File: src/rtl/sport_pkg.sv
package sport_pkg;
  localparam int DATA_W  = 32;
  localparam int WA_TMO  = 0;
  localparam int WA_STAT = 1;
  localparam int WA_CTRL = 2;

  // status word bit positions
  localparam int SB_UNINIT  = 0;
  localparam int SB_OK      = 1;
  localparam int SB_PERR    = 2;
  localparam int SB_IERR    = 3;
  localparam int SB_ISTOP_E = 4;
  localparam int SB_OERR    = 5;
  localparam int SB_OSTOP_E = 6;
  localparam int SB_ORTY    = 7;
  localparam int SB_OSTOP_R = 8;
  localparam int SB_ISTOP_R = 9;

  // control word bit positions
  localparam int CB_DIS  = 4;
  localparam int CB_TXEN = 5;
  localparam int CB_RXEN = 6;
  localparam int CB_ECD  = 7;

  function automatic logic [1:0] lane_code(input int lanes);
    case (lanes)
      2:       lane_code = 2'b10;
      4:       lane_code = 2'b01;
      default: lane_code = 2'b00;
    endcase
  endfunction
endpackage

File: src/rtl/sport_sticky.sv
module sport_sticky #(
  parameter int N = 4
) (
  input  logic         clk,
  input  logic         rst_n,
  input  logic [N-1:0] set,
  input  logic [N-1:0] clr,
  output logic [N-1:0] q
);
  for (genvar i = 0; i < N; i++) begin : g_bit
    always_ff @(posedge clk) begin
      if (!rst_n)      q[i] <= 1'b0;
      else if (set[i]) q[i] <= 1'b1;
      else if (clr[i]) q[i] <= 1'b0;
    end

    AST_SET_WINS: assert property (@(posedge clk) disable iff (!rst_n)
      set[i] |=> q[i]);
    AST_STICKY_HOLD: assert property (@(posedge clk) disable iff (!rst_n)
      (q[i] && !clr[i]) |=> q[i]);
  end
endmodule

File: src/rtl/sport_link_ok.sv
module sport_link_ok #(
  parameter int SYM_NEED = 7
) (
  input  logic       clk,
  input  logic       rst_n,
  input  logic       port_init,
  input  logic       stat_sym,
  input  logic [3:0] stops,
  output logic       port_ok
);
  localparam int CNT_W = $clog2(SYM_NEED + 1);
  localparam logic [CNT_W-1:0] CNT_MAX = CNT_W'(SYM_NEED);

  logic [CNT_W-1:0] cnt;

  always_ff @(posedge clk) begin
    if (!rst_n || !port_init)              cnt <= '0;
    else if (stat_sym && cnt != CNT_MAX)   cnt <= cnt + 1'b1;
  end

  assign port_ok = port_init && (cnt == CNT_MAX) && (stops == 4'b0);

  AST_CNT_SATURATES: assert property (@(posedge clk) disable iff (!rst_n)
    (port_init && cnt == CNT_MAX) |=> (!port_init || cnt == CNT_MAX));
  AST_OK_LOST_ON_UNINIT: assert property (@(posedge clk) disable iff (!rst_n)
    !port_init |=> !port_ok);
endmodule

File: src/rtl/sport_ctl.sv
module sport_ctl (
  input  logic clk,
  input  logic rst_n,
  input  logic wr,
  input  logic w_dis,
  input  logic w_txen,
  input  logic w_rxen,
  input  logic w_ecd,
  output logic port_dis,
  output logic tx_en,
  output logic rx_en,
  output logic err_chk_dis,
  output logic reinit
);
  always_ff @(posedge clk) begin
    if (!rst_n) begin
      port_dis    <= 1'b0;
      tx_en       <= 1'b1;
      rx_en       <= 1'b1;
      err_chk_dis <= 1'b0;
      reinit      <= 1'b0;
    end else begin
      reinit <= wr && port_dis && !w_dis;
      if (wr) begin
        port_dis    <= w_dis;
        tx_en       <= w_txen;
        rx_en       <= w_rxen;
        err_chk_dis <= w_ecd;
      end
    end
  end

  AST_REINIT_SINGLE: assert property (@(posedge clk) disable iff (!rst_n)
    reinit |=> !reinit);
  AST_REINIT_ON_FALL: assert property (@(posedge clk) disable iff (!rst_n)
    reinit |-> (!port_dis && $past(port_dis)));
endmodule

File: src/rtl/sport_csr.sv
module sport_csr
  import sport_pkg::*;
#(
  parameter int ADDR_W   = 4,
  parameter int TMO_W    = 24,
  parameter int LANES    = 1,
  parameter int SYM_NEED = 7
) (
  input  logic              clk,
  input  logic              rst_n,
  input  logic [ADDR_W-1:0] bus_addr,
  input  logic              bus_we,
  input  logic [DATA_W-1:0] bus_wdata,
  output logic [DATA_W-1:0] bus_rdata,
  input  logic              port_init,
  input  logic              stat_sym,
  input  logic              in_rty_stop,
  input  logic              in_err_stop,
  input  logic              out_rty_stop,
  input  logic              out_err_stop,
  input  logic              ev_out_rty,
  input  logic              ev_out_err,
  input  logic              ev_in_err,
  input  logic              ev_port_err,
  input  logic              tx_req_in,
  output logic              tx_req_out,
  output logic [TMO_W-1:0]  link_timeout,
  output logic              port_dis,
  output logic              tx_en,
  output logic              rx_en,
  output logic              err_chk_dis,
  output logic              reinit,
  output logic              buf_flush,
  output logic              port_error
);
  localparam int LOW_W = DATA_W - TMO_W;
  localparam logic [1:0] LCODE = lane_code(LANES);

  logic sel_tmo, sel_stat, sel_ctrl;
  assign sel_tmo  = bus_addr == ADDR_W'(WA_TMO);
  assign sel_stat = bus_addr == ADDR_W'(WA_STAT);
  assign sel_ctrl = bus_addr == ADDR_W'(WA_CTRL);

  // time-out word
  always_ff @(posedge clk) begin
    if (!rst_n)                 link_timeout <= '1;
    else if (bus_we && sel_tmo) link_timeout <= bus_wdata[DATA_W-1:LOW_W];
  end

  // sticky events: [0] port err, [1] in err, [2] out err, [3] out retry
  logic [3:0] st_set, st_clr, st_q;
  assign st_set = {ev_out_rty, ev_out_err, ev_in_err, ev_port_err};
  assign st_clr = (bus_we && sel_stat) ?
                  {bus_wdata[SB_ORTY], bus_wdata[SB_OERR], bus_wdata[SB_IERR], bus_wdata[SB_PERR]} :
                  4'b0;

  sport_sticky #(.N(4)) u_sticky (
    .clk(clk), .rst_n(rst_n), .set(st_set), .clr(st_clr), .q(st_q)
  );

  logic port_ok;
  sport_link_ok #(.SYM_NEED(SYM_NEED)) u_link_ok (
    .clk(clk), .rst_n(rst_n), .port_init(port_init), .stat_sym(stat_sym),
    .stops({in_rty_stop, in_err_stop, out_rty_stop, out_err_stop}),
    .port_ok(port_ok)
  );

  sport_ctl u_ctl (
    .clk(clk), .rst_n(rst_n), .wr(bus_we && sel_ctrl),
    .w_dis(bus_wdata[CB_DIS]), .w_txen(bus_wdata[CB_TXEN]),
    .w_rxen(bus_wdata[CB_RXEN]), .w_ecd(bus_wdata[CB_ECD]),
    .port_dis(port_dis), .tx_en(tx_en), .rx_en(rx_en),
    .err_chk_dis(err_chk_dis), .reinit(reinit)
  );

  assign buf_flush  = port_dis;
  assign tx_req_out = tx_req_in && !port_dis;
  assign port_error = st_q[0];

  logic [DATA_W-1:0] stat_word, ctrl_word;
  always_comb begin
    stat_word             = '0;
    stat_word[SB_UNINIT]  = !port_ok;
    stat_word[SB_OK]      = port_ok;
    stat_word[SB_PERR]    = st_q[0];
    stat_word[SB_IERR]    = st_q[1];
    stat_word[SB_ISTOP_E] = in_err_stop;
    stat_word[SB_OERR]    = st_q[2];
    stat_word[SB_OSTOP_E] = out_err_stop;
    stat_word[SB_ORTY]    = st_q[3];
    stat_word[SB_OSTOP_R] = out_rty_stop;
    stat_word[SB_ISTOP_R] = in_rty_stop;
    ctrl_word             = '0;
    ctrl_word[0]          = 1'b1;
    ctrl_word[2:1]        = LCODE;
    ctrl_word[CB_DIS]     = port_dis;
    ctrl_word[CB_TXEN]    = tx_en;
    ctrl_word[CB_RXEN]    = rx_en;
    ctrl_word[CB_ECD]     = err_chk_dis;
  end

  always_comb begin
    if (sel_tmo)       bus_rdata = {link_timeout, {LOW_W{1'b0}}};
    else if (sel_stat) bus_rdata = stat_word;
    else if (sel_ctrl) bus_rdata = ctrl_word;
    else               bus_rdata = '0;
  end

  AST_TMO_LOW_ZERO: assert property (@(posedge clk) disable iff (!rst_n)
    sel_tmo |-> bus_rdata[LOW_W-1:0] == '0);
  AST_UNMAPPED_ZERO: assert property (@(posedge clk) disable iff (!rst_n)
    (!sel_tmo && !sel_stat && !sel_ctrl) |-> bus_rdata == '0);
  AST_DROP_WHEN_DISABLED: assert property (@(posedge clk) disable iff (!rst_n)
    buf_flush |-> !tx_req_out);
  AST_PORT_ERR_MIRROR: assert property (@(posedge clk) disable iff (!rst_n)
    ev_port_err |=> port_error);
endmodule

File: config.mk
export PLATFORM = sky130hd
export DESIGN_NAME = sport_csr
export DESIGN_NICKNAME = d
export VERILOG_FILES = /design/src/rtl/sport_pkg.sv /design/src/rtl/sport_sticky.sv /design/src/rtl/sport_link_ok.sv /design/src/rtl/sport_ctl.sv /design/src/rtl/sport_csr.sv
export SDC_FILE = /design/constraint.sdc
export NUM_CORES = 1
export LEC_CHECK = 0
export BUFFER_PORTS_ARGS = -buffer_cell sky130_fd_sc_hd__buf_2
export CORE_ASPECT_RATIO = 2
export CORE_UTILIZATION = 42
export DETAILED_ROUTE_END_ITERATION = 16
export PLACE_DENSITY = 0.91
export SYNTH_ARGS = -nofsm -noshare
export SYNTH_HDL_FRONTEND = slang
export SYNTH_SLANG_ARGS = --single-unit
File: constraint.sdc
create_clock -name clk -period 1.7 [get_ports clk]
set_input_delay 0 -clock clk [delete_from_list [all_inputs] [get_ports clk]]
set_output_delay 0 -clock clk [all_outputs]
set_load 0.03 [all_outputs]
==> impl_metrics.tcl, run 1 <==
set metrics [dict create \
    place_hpwl_um 3750 \
    worstMarginPinSlew_ns 0.651 \
    finalCritPeriodShare_pct 84.2 \
    syn_nets 266 \
    area_growth_pct 57.4 \
    io_pins 114 \
    critPathRequiredTime_ns 1.70 \
    maxSlewViolCount 0 \
    synth.largest_area_cell "dfxtp_1" \
    core_um2 3920 \
    avgRoutedWirePerCell_um 15.2 \
    cts_made_buffers 5 \
    layout.nets 403 \
    antenna_cells 0 \
    seq_area_frac_synth_pct 41.0 \
    post-cts-setup-buffers 0 \
    yosys.area.top_type_share_pct 41.0 \
    grt_usage_pct 27.8 \
    end_kind "output pin" \
    cts-htree-levels 2 \
    worst-r2r-setup-slack_ns 0.27 \
    crit_fanout 2 \
    reg2reg_to "u_link_ok.cnt[2]$_SDFFE_PP0P_" \
    grt_pass1_wl_um 9120 \
    grt_overflow 0 \
    vias_per_cell 5.36 \
    critical_path_arrival_ns 1.43 \
    grt_antenna_before_repair 0 \
    synth.distinct_cells 26 \
    drive_above_1_share_pct 36.6 \
    die_w_um 47.7 \
    syn_avg_cell_area_um2 8.21 \
    rsz0062_at_grt "false" \
    synth_edf_count 0 \
    cts-resized-gates 0 \
    num_vias 2159 \
    synth_cells 214 \
    drtIter0Drc 56 \
    ant_nets 0 \
    hp-start "port_init" \
    critPathKind "reg2out" \
    clkLatencyLatePin_ns 0.28 \
    synth_seq_cells 36 \
    final-setup-viol-count 0 \
    cts_sinks 36 \
    r2r_start "u_link_ok.cnt[0]$_SDFFE_PP0P_" \
    finalSetupTns_ns 0 \
    ys_top_cells_by_count "dfxtp_1, inv_1, nand3_1, o211ai_1, and3_1" \
    wl_um 6120 \
    hp-class "in2reg" \
    peakVddDrop_uv 645 \
    async_reset_ff_share_pct 0 \
    min_period_ns 1.43 \
    initial_utilization_pct 44.8 \
    cts_tree "done" \
    postCtsHoldBufs 33 \
    post-route-drc-count 0 \
    hold_end "u_link_ok.cnt[0]$_SDFFE_PP0P_" \
    leakagePower_uw 0.00154 \
    n_fill_cell 319 \
    total_power_uw 1990 \
    grt_pass1_vias 2074 \
    start_kind "flip-flop" \
    synthesis.area_um2 1760 \
    cap_violations 0 \
    power-per-cell-area_nw_per_um2 721 \
    ff2ff_path_depth 5 \
    whs_path_depth 3 \
    grt_max_degree 36 \
    die-area_um2 4460 \
    netlist_top_cells_area "dfxtp_1, o211ai_1, and3_1, nand3_1, inv_1" \
    hold_violations 0 \
    clock_path_buffers 2 \
    rows 32 \
    cts.clk_slew.worst_paths_ns 0.07 \
    fin_worst_skew_ns 0.000346 \
    first_pass_iters 4 \
    gp_congestion 0.744 \
    dieHeight_um 93.5 \
    status "finished clean" \
    cts_root_buffer "clkbuf_8" \
    max_freq_mhz 699 \
    portBuffers 111 \
    slew_headroom_pct 56.6 \
    yosys_warnings 0 \
    ys.flop_type "dfxtp_1" \
    synthMostInstantiatedCell "dfxtp_1" \
]
==> cell families after synthesis <==
family | share of synthesized area, %
xor gates and xnor gates | 0.499
adders and majority gates | 1.42
buffers and inverters | 12.7
and+or+nand+nor | 24.6
muxes | 2.28
AOI/OAI and AO/OA | 17.5
DFF | 41.0
==> per-layer routing <==
layer / vias up / track usage [%] / part of all wire (%)
met1: 1026 / 27.4 / 37
met3: 18 / 3.67 / 4.6
met5: - / 0 / 0
met2: 99 / 50.8 / 55
met4: 0 / 14.4 / 3.2
li1: 1016 / - / -
==> worst max-delay path by stage <==
stage	depth (start not counted)	to	slack, ns	from
after floorplan	5	u_link_ok.cnt[1]$_SDFFE_PP0P_	0.41	u_link_ok.cnt[0]$_SDFFE_PP0P_
after detailed placement	5	u_link_ok.cnt[2]$_SDFFE_PP0P_	0.27	u_link_ok.cnt[0]$_SDFFE_PP0P_
after CTS	5	bus_rdata[0]	0.26	u_link_ok.cnt[0]$_SDFFE_PP0P_
final	5	bus_rdata[0]	0.27	u_link_ok.cnt[0]$_SDFFE_PP0P_
after global placement	5	u_link_ok.cnt[1]$_SDFFE_PP0P_	0.37	u_link_ok.cnt[0]$_SDFFE_PP0P_
after global routing	5	bus_rdata[0]	0.19	u_link_ok.cnt[0]$_SDFFE_PP0P_
==> cell type report <==
class / count / area, um2 / share of cell area, %
tap: 51 / 63.8 / 2.31
timing repair buffer: 151 / 938 / 33.9
inverter: 30 / 113 / 4.07
sequential: 36 / 721 / 26.1
clock buffer: 6 / 72.6 / 2.62
clock inverter: 2 / 35.0 / 1.27
multi-input combinational: 127 / 822 / 29.7
==> per-stage QoR <==
stage	utilization, %	area (um2)	hold slack, ns	cells	worst slack [ns]
floorplan	-	1760	0.0707	214	0.411
global route	70.5	2770	0.0302	403	0.191
detailed placement	59.3	2330	0.204	362	0.272
CTS	70.5	2770	0.0120	403	0.258
global placement	59.3	2330	0.190	362	0.374
finish	70.5	2770	0.0240	403	0.269
==> critical path, cell delays in order, from the launching register on <==
cell	delay [ns]
dfxtp_1	0.36
ha_1	0.17
ha_1	0.17
nand3_1	0.09
a22o_1	0.19
buf_2	0.18
==> cell usage in the layout, fill, tap and decap left out <==
master and instances:
a22o_1 3, a22oi_1 4, a41oi_1 4, and2_1 3, and2b_1 1, and3_1 24, buf_2 111, buf_4 7
bufinv_16 1, clkbuf_1 1, clkbuf_8 5, clkinv_2 1, dfxtp_1 36, dlygate4sd3_1 33, ha_1 2, inv_1 30
mux2i_1 4, nand2_1 6, nand3_1 27, nor2_1 9, nor2_2 1, nor2b_1 3, nor3_1 1, nor3b_2 1
nor3b_4 1, nor4_1 1, o211ai_1 26, o21ai_0 4, or2_2 1, xnor2_1 1
==> registers in the layout (all words and copies together), names as in the netlist <==
name	cells
u_ctl.port_dis	1
u_sticky.q	4
u_link_ok.cnt	3
u_ctl.err_chk_dis	1
link_timeout	24
u_ctl.rx_en	1
u_ctl.reinit	1
u_ctl.tx_en	1
==> power breakdown <==
| group | switching (uW) | internal, uW |
|---|---|---|
| logic | 214 | 164 |
| clock network | 300 | 435 |
| registers | 15.7 | 866 |
No activity file was read; power rests on OpenSTA's default activity.
==> run 2: changes to the inputs <==
clock period = 1.4 ns   (was 1.7 ns; I/O delays follow)
==> impl_metrics.tcl, run 2 (same netlist as run 1, synthesis figures left out) <==
set metrics [dict create \
    clkLatencyLatePin_ns 0.27 \
    rows 32 \
    cts_sinks 36 \
    portBuffers 111 \
    min_period_ns 1.35 \
    area_growth_pct 60.3 \
    vias_per_cell 5.19 \
    ant_nets 0 \
    cts_root_buffer "clkbuf_8" \
    drtIter0Drc 57 \
    whs_ns 0.00774 \
    grt_use_met2_pct 45.7 \
    hold_violations 0 \
    die_w_um 47.7 \
    grt_overflow 0 \
    grt_pass1_vias 1961 \
    grt_max_degree 47 \
    avgRoutedWirePerCell_um 14.6 \
    antenna_cells 0 \
    worstPathCellList "ha_4 > ha_4 > nand3_2 > a22o_1 > buf_6" \
    final-setup-viol-count 0 \
    initial_utilization_pct 44.8 \
    numPlacedInstances 363 \
    layout.nets 405 \
    largest_register_ff_count 24 \
    fin_worst_skew_ns 0.000683 \
    placed_cell_area_um2 2360 \
    gp_congestion 0.794 \
    grt_use_met1_pct 27.8 \
    cpPeakStageDelay_ns 0.36 \
    maxSlewViolCount 0 \
    peakVddDrop_uv 912 \
    largestRegisters "link_timeout (24), u_sticky.q (4), u_link_ok.cnt (3)" \
    top_register "link_timeout" \
    post-route-cell-area_um2 2820 \
    worst-r2r-setup-slack_ns 0.12 \
    grt_busiest_layer "met2" \
    crit_fanout 2 \
    critical_path_arrival_ns 1.35 \
    final_common_cell "buf_2" \
    num_vias 2096 \
    critPathKind "reg2out" \
    core_um2 3920 \
    wl_um 5900 \
    end_kind "output pin" \
    crit_slowest_cell "dfxtp_2" \
    leakagePower_uw 0.00154 \
    cap_violations 0 \
    final_cell_mix "buf_2, dfxtp_1, dlygate4sd3_1" \
    die-area_um2 4460 \
    drive_above_1_share_pct 38.5 \
    stdcell_count 404 \
    grt_use_met3_pct 3.86 \
    post-route-drc-count 0 \
    cts-htree-levels 2 \
    grt_pass1_wl_um 8540 \
    max_freq_mhz 741 \
    hp-class "in2reg" \
    cts.clk_slew.worst_paths_ns 0.07 \
    cpMostUsedCell "ha_4" \
    slew_headroom_pct 69.6 \
    critPathRequiredTime_ns 1.40 \
    worstMarginPinSlew_ns 0.456 \
    place_hpwl_um 3750 \
    io_pins 114 \
    clock_path_buffers 2 \
    cts_tree "done" \
    grt_usage_pct 26.1 \
    finalCritPeriodShare_pct 96.3 \
    cts_made_buffers 5 \
    start_kind "flip-flop" \
    dieHeight_um 93.5 \
    power-per-cell-area_nw_per_um2 791 \
    grt_antenna_before_repair 0 \
    status "finished clean" \
    first_pass_iters 4 \
]
run 2: cell count changes in the layout (fill, tap and decap cells not counted), moves of 2 or more:
cell     change
dfxtp_2      +2
ha_1         -2
dfxtp_1      -2
ha_4         +2
buf_12       +2
run 2: worst max-delay path: cells and delay by family (launching register included):
kind,cells,cell delay [ns]
adder cells (fa/ha/maj),2,0.27
buffers and inverters,1,0.14
AO/OA/AOI/OAI,1,0.23
flip-flops,1,0.36
AND/OR/NAND/NOR,1,0.08
run 2: stage by stage:
step | util [%] | setup TNS, ns | worst slack (ns) | power (uW)
2_1_floorplan | - | 0 | 0.111 | 1320
3_3_place_gp | 60.1 | 0 | 0.0835 | 1460
3_5_place_dp | 60.1 | -0.0246 | -0.0246 | 1470
4_1_cts | 70.4 | -0.0695 | -0.0357 | 2230
5_1_grt | 71.8 | -0.00255 | -0.00255 | 2310
6_report | 71.8 | 0 | 0.0512 | 2230
run 2: layout make-up:
cell class	instances	area (um2)
clock inverters	1	5.00
flip-flops and latches	36	723
well taps	51	63.8
repair buffers	153	985
multi-input cells	127	855
fillers	306	1110
inverters	30	113
clock buffers	6	72.6
run 2: final timing paths:
path | from | endpoint | depth (start not counted)
max | u_link_ok.cnt[0]$_SDFFE_PP0P_ | bus_rdata[0] | 5
min reg2reg | u_ctl.err_chk_dis$_SDFFE_PN0P_ | u_ctl.err_chk_dis$_SDFFE_PN0P_ | 2
max reg2reg | u_link_ok.cnt[0]$_SDFFE_PP0P_ | u_link_ok.cnt[1]$_SDFFE_PP0P_ | 5
min | ev_in_err | u_sticky.q[1]$_SDFFE_PN0P_ | 3
run 2: power breakdown:
part | internal (uW) | total, uW | switching, uW | leakage [uW]
sequential | 1050 | 1070 | 19.2 | 0.000294
combinational | 210 | 467 | 257 | 0.00120
clock | 338 | 689 | 351 | 0.0000410
total | 1600 | 2230 | 627 | 0.00154
run 2: metal layers:
metal	share of wire [%]	vias up
met5	0	-
met4	2.2	0
met3	3.8	12
met2	57	89
met1	37	979
li1	-	1016
run 2: repair_timing:
item / in CTS / in global routing
setup buffers: 0 / 1
resized for setup: 2 / 8
setup endpoints to repair: 2 / 5
hold buffers: 32 / 1
endpoints found under the hold margin: 34 / 1
pin swaps: 0 / 1
